### config.mk
export PLATFORM = sky130hd
export DESIGN_NAME = tx_status_lifo
export DESIGN_NICKNAME = d
export VERILOG_FILES = /design/src/rtl/txs_pkg.sv /design/src/rtl/txs_classify.sv /design/src/rtl/txs_guard.sv /design/src/rtl/txs_lifo.sv /design/src/rtl/tx_status_lifo.sv
export SDC_FILE = /design/constraint.sdc
export NUM_CORES = 1
export LEC_CHECK = 0
export ABC_AREA = 1
export CAP_MARGIN = 25
export CORE_MARGIN = 3
export CORE_UTILIZATION = 40
export CTS_CLUSTER_DIAMETER = 120
export CTS_CLUSTER_SIZE = 12
export DETAILED_ROUTE_END_ITERATION = 7
export GPL_TIMING_DRIVEN = 1
export PLACE_DENSITY = 0.67
export SLEW_MARGIN = 15
export SYNTH_ARGS = -nofsm -noshare
export SYNTH_HDL_FRONTEND = slang
export SYNTH_SLANG_ARGS = --single-unit
### constraint.sdc
create_clock -name clk -period 3.45 [get_ports clk]
set_input_delay 0.69 -clock clk [delete_from_list [all_inputs] [get_ports clk]]
set_output_delay 0.69 -clock clk [all_outputs]
set_load 0.01 [all_outputs]
### src/rtl/txs_pkg.sv
package txs_pkg;

    localparam int unsigned ENTRY_W = 6;

    // Result bits handed over by the transmit engine for one frame.
    typedef struct packed {
        logic irq_ok;
        logic jabber;
        logic underrun;
        logic max_coll;
    } txs_result_t;

    // One stored entry; the byte seen by the host is this plus two zero bits.
    typedef struct packed {
        logic done;
        logic irq_ok;
        logic jabber;
        logic underrun;
        logic max_coll;
        logic ovf;
    } txs_entry_t;

    function automatic logic is_fatal(input txs_result_t r);
        return r.jabber | r.underrun;
    endfunction

    function automatic logic has_error(input txs_result_t r);
        return r.jabber | r.underrun | r.max_coll;
    endfunction

    function automatic logic wants_log(input txs_result_t r);
        return has_error(r) | r.irq_ok;
    endfunction

    function automatic txs_entry_t make_entry(input txs_result_t r);
        txs_entry_t e;
        e.done     = 1'b1;
        e.irq_ok   = r.irq_ok;
        e.jabber   = r.jabber;
        e.underrun = r.underrun;
        e.max_coll = r.max_coll;
        e.ovf      = 1'b0;
        return e;
    endfunction

    function automatic logic [7:0] entry_byte(input txs_entry_t e);
        return {e, 2'b00};
    endfunction

endpackage

### src/rtl/txs_classify.sv
module txs_classify
    import txs_pkg::*;
(
    input  logic        frame_done,
    input  txs_result_t result,
    input  logic        disabled,
    output logic        push_req,
    output txs_entry_t  push_entry,
    output logic        fatal_hit
);
    logic accepted;

    always_comb begin
        accepted   = frame_done & ~disabled;
        push_req   = accepted & wants_log(result);
        fatal_hit  = accepted & is_fatal(result);
        push_entry = make_entry(result);
    end
endmodule

### src/rtl/txs_guard.sv
module txs_guard (
    input  logic clk,
    input  logic rst,
    input  logic tx_reset,
    input  logic fatal_hit,
    output logic disabled_q
);
    always_ff @(posedge clk) begin
        if (rst || tx_reset) begin
            disabled_q <= 1'b0;
        end else if (fatal_hit) begin
            disabled_q <= 1'b1;
        end
    end
endmodule

### src/rtl/txs_lifo.sv
module txs_lifo
    import txs_pkg::*;
#(
    parameter int unsigned DEPTH = 4
) (
    input  logic       clk,
    input  logic       rst,
    input  logic       clear,
    input  logic       push,
    input  txs_entry_t push_entry,
    input  logic       pop,
    output logic       top_valid,
    output txs_entry_t top_entry
);
    localparam int unsigned CW = $clog2(DEPTH + 1);
    localparam int unsigned IW = (DEPTH > 1) ? $clog2(DEPTH) : 1;

    logic [CW-1:0] count_q;
    logic [CW-1:0] cnt_after_pop;
    logic          pop_eff;
    logic          full_after_pop;
    logic          push_ok;
    logic          ovf_mark;
    logic [IW-1:0] top_idx;
    txs_entry_t    slot_q [DEPTH];

    always_comb begin
        pop_eff        = pop & (count_q != '0);
        cnt_after_pop  = count_q - CW'(pop_eff);
        full_after_pop = (cnt_after_pop == CW'(DEPTH));
        push_ok        = push & ~full_after_pop;
        ovf_mark       = push & full_after_pop;
        top_idx        = IW'(count_q - CW'(1));
        top_valid      = (count_q != '0);
        top_entry      = top_valid ? slot_q[top_idx] : '0;
    end

    always_ff @(posedge clk) begin
        if (rst || clear) begin
            count_q <= '0;
        end else begin
            count_q <= cnt_after_pop + CW'(push_ok);
        end
    end

    for (genvar i = 0; i < DEPTH; i++) begin : g_slot
        always_ff @(posedge clk) begin
            if (rst || clear) begin
                slot_q[i] <= '0;
            end else if (push_ok && cnt_after_pop == CW'(i)) begin
                slot_q[i] <= push_entry;
            end else if (ovf_mark && i == DEPTH - 1) begin
                slot_q[i].ovf <= 1'b1;
            end
        end
    end
endmodule

### src/rtl/tx_status_lifo.sv
module tx_status_lifo
    import txs_pkg::*;
#(
    parameter int unsigned DEPTH = 4
) (
    input  logic       clk,
    input  logic       rst,
    input  logic       frame_done,
    input  logic       res_irq_ok,
    input  logic       res_jabber,
    input  logic       res_underrun,
    input  logic       res_max_coll,
    input  logic       host_wr,
    input  logic       tx_reset,
    output logic [7:0] status_byte,
    output logic       tx_complete,
    output logic       tx_disabled
);
    txs_result_t result;
    txs_entry_t  push_entry;
    txs_entry_t  top_entry;
    logic        push_req;
    logic        fatal_hit;
    logic        disabled_q;
    logic        top_valid;

    always_comb begin
        result.irq_ok   = res_irq_ok;
        result.jabber   = res_jabber;
        result.underrun = res_underrun;
        result.max_coll = res_max_coll;
    end

    txs_classify u_classify (
        .frame_done (frame_done),
        .result     (result),
        .disabled   (disabled_q),
        .push_req   (push_req),
        .push_entry (push_entry),
        .fatal_hit  (fatal_hit)
    );

    txs_guard u_guard (
        .clk        (clk),
        .rst        (rst),
        .tx_reset   (tx_reset),
        .fatal_hit  (fatal_hit),
        .disabled_q (disabled_q)
    );

    txs_lifo #(.DEPTH(DEPTH)) u_lifo (
        .clk        (clk),
        .rst        (rst),
        .clear      (tx_reset),
        .push       (push_req),
        .push_entry (push_entry),
        .pop        (host_wr),
        .top_valid  (top_valid),
        .top_entry  (top_entry)
    );

    always_comb begin
        status_byte = entry_byte(top_entry);
        tx_complete = top_valid;
        tx_disabled = disabled_q;
    end
endmodule

Word-level counts from Yosys, hierarchy flattened
Memories as Yosys holds them, arrays and structs flattened.
Cells that the tools add are included.
{"block": "totals", "ff_bits": 4, "mem_bits_rw": 24, "in_bits": 9, "output_inout_bits": 10, "word_cells": 57, "mem_count": 1}
{"name": "u_lifo.slot_q", "words": 4, "width": 6, "rd": 1, "rd_ports_with_merged_regs": 0, "wr": 4, "line": "txs_lifo.sv:25", "text": "txs_entry_t slot_q [DEPTH];"}
{"block": "classes", "addsub": 3, "eq_ne": 4, "n_mux": 24, "bitwise": 16, "n_reduce_logical": 7}
{"op": "6-bit two-way mux", "n": 5}
{"op": "1-bit two-way mux", "n": 19}
{"op": "1-bit bitwise OR", "n": 8}
{"op": "1-bit AND", "n": 6}
{"op": "3-bit by 2-bit equality test with 1-bit output (second input constant)", "n": 2}
{"op": "1-bit logical AND", "n": 4}
{"op": "3-bit by 1-bit adder with 3-bit output", "n": 1}
{"op": "3-bit by 1-bit equality test with 1-bit output (second input constant)", "n": 1}
{"op": "3-bit equality test (second input constant)", "n": 1}
{"op": "3-bit zero test", "n": 1}
{"op": "3-bit nonzero test", "n": 1}
{"op": "3-bit by 1-bit subtractor with 3-bit output", "n": 1}
{"op": "1-bit NOT", "n": 2}
{"op": "2-bit by 1-bit subtractor with 2-bit output (second input constant)", "n": 1}
{"op": "1-bit logical OR", "n": 1}

Longest topological paths before layout
{"block": "depth", "word_depth": 12, "mapped_depth": 18, "ltp_nobuf": 17}

Hierarchy
Synthesis repeated with hierarchy kept, for this count alone.
{"block": "unflattened", "hier_cells": 204, "area_unflattened_um2": 1579.0}
{"module": "txs_lifo", "instances": 1, "cells_each": 175, "area_per_inst_um2": 1421.4, "seq_area_each_um2": 780.7}
{"module": "txs_classify", "instances": 1, "cells_each": 20, "area_per_inst_um2": 100.1, "seq_area_each_um2": 0.0}
{"module": "txs_guard", "instances": 1, "cells_each": 6, "area_per_inst_um2": 38.8, "seq_area_each_um2": 20.0}
{"module": "tx_status_lifo", "instances": 1, "cells_each": 3, "area_per_inst_um2": 18.8, "seq_area_each_um2": 0.0}

Worst setup path after synthesis
No wires, ideal clock.
{"block": "synth_timing", "path_kind": "reg-to-reg", "startpoint": "reg u_lifo.count_q[0]", "endpoint": "reg u_lifo.count_q[2]", "setup_ns": 0.070, "t_arrival_ns": 2.370, "t_required_ns": 3.380, "slack_ns": 1.011, "stages_incl_launch_ff": 17, "path_buffers": 1, "period_less_slack_ns": 2.439, "cell_sequence": "dfxtp_1 inv_1 buf_2 ha_1 inv_1 nor2_1 nor2_1 ha_1 ha_1 nand2_1 nor2_1 a21oi_1 ha_1 inv_1 nor2_1 o21ai_2 a21oi_1"}
{"block": "synth_via", "elab_chain_cells": 7}
{"item": "start, declared", "line": "txs_lifo.sv:18", "text": "logic [CW-1:0] count_q;"}
{"item": "start signal, assigned", "line": "txs_lifo.sv:42", "text": "count_q <= cnt_after_pop + CW'(push_ok);"}
{"item": "3-bit nonzero test", "line": "txs_lifo.sv:28", "text": "pop_eff = pop & (count_q != '0);"}
{"item": "1-bit AND", "line": "txs_lifo.sv:28"}
{"item": "3-bit by 1-bit subtractor with 3-bit output (*)", "line": "txs_lifo.sv:29", "text": "cnt_after_pop = count_q - CW'(pop_eff);"}
{"item": "3-bit equality test", "line": "txs_lifo.sv:30", "text": "full_after_pop = (cnt_after_pop == CW'(DEPTH));"}
{"item": "1-bit NOT", "line": "txs_lifo.sv:31", "text": "push_ok = push & ~full_after_pop;"}
{"item": "1-bit AND", "line": "txs_lifo.sv:31"}
{"item": "3-bit by 1-bit adder with 3-bit output (*)", "line": "txs_lifo.sv:42"}
Every way passes the cells marked *; elsewhere a longest branch is shown, timed or not.
A chain may end at the register's enable or synchronous reset.

Worst setup path after layout
{"block": "layout_timing", "startpoint": "reg u_lifo.count_q[0]", "endpoint": "out status_byte[4]"}
{"block": "layout_via", "elab_chain_cells": 3, "elab_cells_between_ends": 4, "classes_between": "1 x add/sub; 1 x mux; 1 x reduce/logical; 1 x memory"}
{"item": "2-bit by 1-bit subtractor with 2-bit output", "line": "txs_lifo.sv:33", "text": "top_idx = IW'(count_q - CW'(1));"}
{"item": "memory 4 x 6 bit"}
{"item": "6-bit two-way mux (*)", "line": "txs_lifo.sv:35", "text": "top_entry = top_valid ? slot_q[top_idx] : '0;"}
{"item": "end, declared", "line": "tx_status_lifo.sv:15", "text": "output logic [7:0] status_byte,"}
Marked as above.

==> metrics.md <==
| Metric | Value |
|---|---|
| Reg-to-Reg End | `u_lifo.count_q[2]$_SDFF_PP0_` |
| Crit path DAT | `2.47 ns` |
| Area leader, netlist | `edfxtp_1` |
| Setup TNS | `0 ns` |
| RSZ-0062 raised after global routing | `no` |
| DR iter-0 viols | `39` |
| Skew-Pair Late Insertion Delay | `0.32 ns` |
| P_leak | `0.6795 nW` |
| End of the critical path | `status_byte[4]` |
| Avg WL per Cell | `12.30 um` |
| Worst-case hold slack | `0.4750 ns` |
| Worst path top cell family by delay | `buffers and inverters` |
| Final Util | `50.59%` |
| Dpl cells | `215` |
| Flops & latches, synth | `25` |
| Vias | `1,038` |
| Max Clock Freq | `316.3 MHz` |
| Crit share post-route | `91.65%` |
| Post-synth top flop | `edfxtp_1` |
| Fin nets | `189` |
| Total core area | `3203 um2` |
| Most common cell after layout, fill and taps aside | `nor2_1` |
| Count of hold-fix buffers inserted at cts | `0` |
| HP Class | `reg -> reg` |
| PostCTS Resize Cnt | `0` |
| Fillcell total | `326` |
| Status | `finished clean` |
| Rows | `20` |
| Reg2Reg Depth | `15` |
| R2R setup slack | `0.52 ns` |
| Worst Setup SP | `u_lifo.count_q[0]$_SDFF_PP0_` |
| Peak supply drop | `0.0001726 V` |
| Clock transition at the registers of the reported paths | `0.14 ns` |
| Vias per Instance | `4.740` |
| Max Used Layer | `met4` |
| CP Cell Sequence | `inv_1 > ha_1 > inv_1 > nor2_1 > o21ai_0 > a21oi_1 > clkdlybuf4s50_1` |
| Crit Path Category | `reg -> out` |
| Element type at the critical path start | `register` |
| Grt total ovfl | `0` |
| Post-place instance area | `1589 um2` |
| CTS Root Cell | `clkbuf_4` |
| Crit end category | `primary output` |
| CP max stage delay | `0.57 ns` |
| Antenna violations before repair | `0` |
| Die area | `4253 um2` |
| Synthesized area per cell | `8.821 um2` |
| Antenna cells | `0` |
| Non-Filler Instances | `219` |
| Gr usage total | `14.01%` |
| Final slew viol count | `0` |
| Initial Util | `43.79%` |
| TritonCTS clock tree | `done` |
| Placer congestion estimate | `0.8295` |
| Slowest CP cell | `clkdlybuf4s50_1` |
| Syn. warnings | `0` |
| Cells after synthesis | `159` |
| Synth-to-Final Area Change | `15.52%` |
| Final Hold Viols | `0` |
| Routed Antenna Nets | `0` |
| CTS sink cnt | `25` |
| CP Depth | `7` |
| Async SR Flop Fraction | `0%` |
| TritonCTS Buffers | `3` |
| Yosys cell types | `20` |
| Pre-antenna DRT Iters | `4` |
| Met2 wire length | `1292 um` |
| Pwr dens | `472.8 nW/um2` |
| Vias in the first global route | `1,013` |
| Post-DP HPWL | `2175 um` |
| Met3 wire len | `109 um` |
| Most frequent cells in the layout | `nor2_1, nand2_1, inv_1, edfxtp_1, clkdlybuf4s50_1` |
| Top post-synthesis cells by area | `edfxtp_1, nor2_1, dfxtp_1, nand2_1, inv_1` |
| Crit path buffers/inverters | `3` |
| I/O pins | `19` |
| Clk_skew | `0.004457 ns` |
| Largest net degree at the start of global routing | `16` |
| Number of port buffers | `16` |
| Cell mode on critical path | `inv_1` |
| Ratio of cells with drive above 1 in the final layout | `13.14%` |
| Post-CTS setup repair buffer count | `0` |
| First-pass GRT wire length | `4533 um` |
| Total routed wirelength | `2694 um` |
| Htree depth | `1` |
| Max-Cap Viols | `0` |
| Clock Tree Buf Depth | `2` |
| CP required | `2.76 ns` |
| Fin crit period | `3.162 ns` |
| Residual DRC count | `0` |
| Die Y | `65.22 um` |
| Sequential-to-total area share from yosys stat | `49.96%` |
| Die W | `65.22 um` |
| Syn Std Cell Area | `1403 um2` |
| EDFF count, synth | `20` |
| Critical path fanouts, max | `13` |
| Worst R2R Start | `u_lifo.count_q[0]$_SDFF_PP0_` |
| Met1 WL | `1245 um` |
| Design area | `1620 um2` |
| Final setup fails | `0` |
| Top-area cell type share of the netlist area | `42.82%` |
## layer usage
layer	vias to the layer above	track usage, %
li1	530	-
met1	478	18.69
met2	24	22.25
met3	6	1.880
met4	0	6.995
met5	-	0
## kinds of logic after synthesis
| group | count (synthesis) | share of synthesized area (%) |
|---|---|---|
| AOI/OAI and AO/OA | 20 | 7.671 |
| adders and majority gates | 4 | 3.568 |
| buffers and inverters | 27 | 8.207 |
| DFF | 25 | 49.96 |
| other | 1 | 0.2674 |
| and+or+nand+nor | 82 | 30.33 |
## stage by stage
stage | total power [mW] | setup slack (ns)
after floorplan | 0.5641 | 1.011
after global placement | 0.6315 | 0.5737
after detailed placement | 0.6371 | 0.5034
after CTS | 0.7698 | 0.1596
after global routing | 0.8200 | 0.05965
final | 0.7661 | 0.2882
## power breakdown
group          leakage [nW]  total, mW  switching [mW]  internal [mW]
logic                 0.400      0.256           0.161         0.0956
clock network        0.0139      0.136          0.0919         0.0443
registers             0.266      0.374          0.0146          0.359
total                 0.680      0.766           0.267          0.499
## area by class of cell
class	count	area (um2)	share of cell area [%]
Sequential cell	25	701.9	43.32
Multi-Input combinational cell	108	590.6	36.45
Timing Repair Buffer	16	160.2	9.884
Inverter	22	82.58	5.097
Tap cell	44	55.05	3.398
Clock buffer	3	22.52	1.390
Clock inverter	1	7.507	0.4633
## cells in the mapped netlist, types with 3 or more instances
library cell and number:
nor2_1 44, nand2_1 22, edfxtp_1 20, inv_1 20, o21ai_0 11, a21oi_1 7, dfxtp_1 5, nor2_4 5
ha_1 4, nand3_4 4, buf_4 3
## worst register-to-register path, cell delays in order (launching register included)
cell and delay (ns):
dfxtp_2 0.40, inv_1 0.26, ha_1 0.20, inv_1 0.04, nor2_1 0.37, nor2_1 0.09, ha_1 0.20, ha_1 0.33
nand2_1 0.14, nor2_1 0.09, a21oi_1 0.13, ha_1 0.19, inv_1 0.05, nor2_1 0.19, o21ai_2 0.09, a21oi_1 0.11
## registers in the layout, indices dropped and copies added, names as in the netlist
| register | cells |
|---|---|
| u_lifo.slot_q | 21 |
| u_lifo.count_q | 3 |
| u_guard.disabled_q | 1 |
## worst min path at each step
stage	endpoint	slack, ns	cells past startpoint	from
2_1_floorplan	u_lifo.slot_q[2][5]$_SDFFE_PP1P_	0.42	2	u_lifo.slot_q[2][5]$_SDFFE_PP1P_
3_3_place_gp	u_lifo.slot_q[2][5]$_SDFFE_PP1P_	0.44	2	u_lifo.slot_q[2][5]$_SDFFE_PP1P_
3_5_place_dp	u_lifo.slot_q[2][5]$_SDFFE_PP1P_	0.46	2	u_lifo.slot_q[2][5]$_SDFFE_PP1P_
4_1_cts	u_lifo.slot_q[2][5]$_SDFFE_PP1P_	0.48	2	u_lifo.slot_q[2][5]$_SDFFE_PP1P_
5_1_grt	u_lifo.slot_q[2][5]$_SDFFE_PP1P_	0.49	2	u_lifo.slot_q[2][5]$_SDFFE_PP1P_
6_report	u_lifo.slot_q[2][5]$_SDFFE_PP1P_	0.47	2	u_lifo.slot_q[2][5]$_SDFFE_PP1P_
Note: power is estimated with default switching activity, not from simulation.
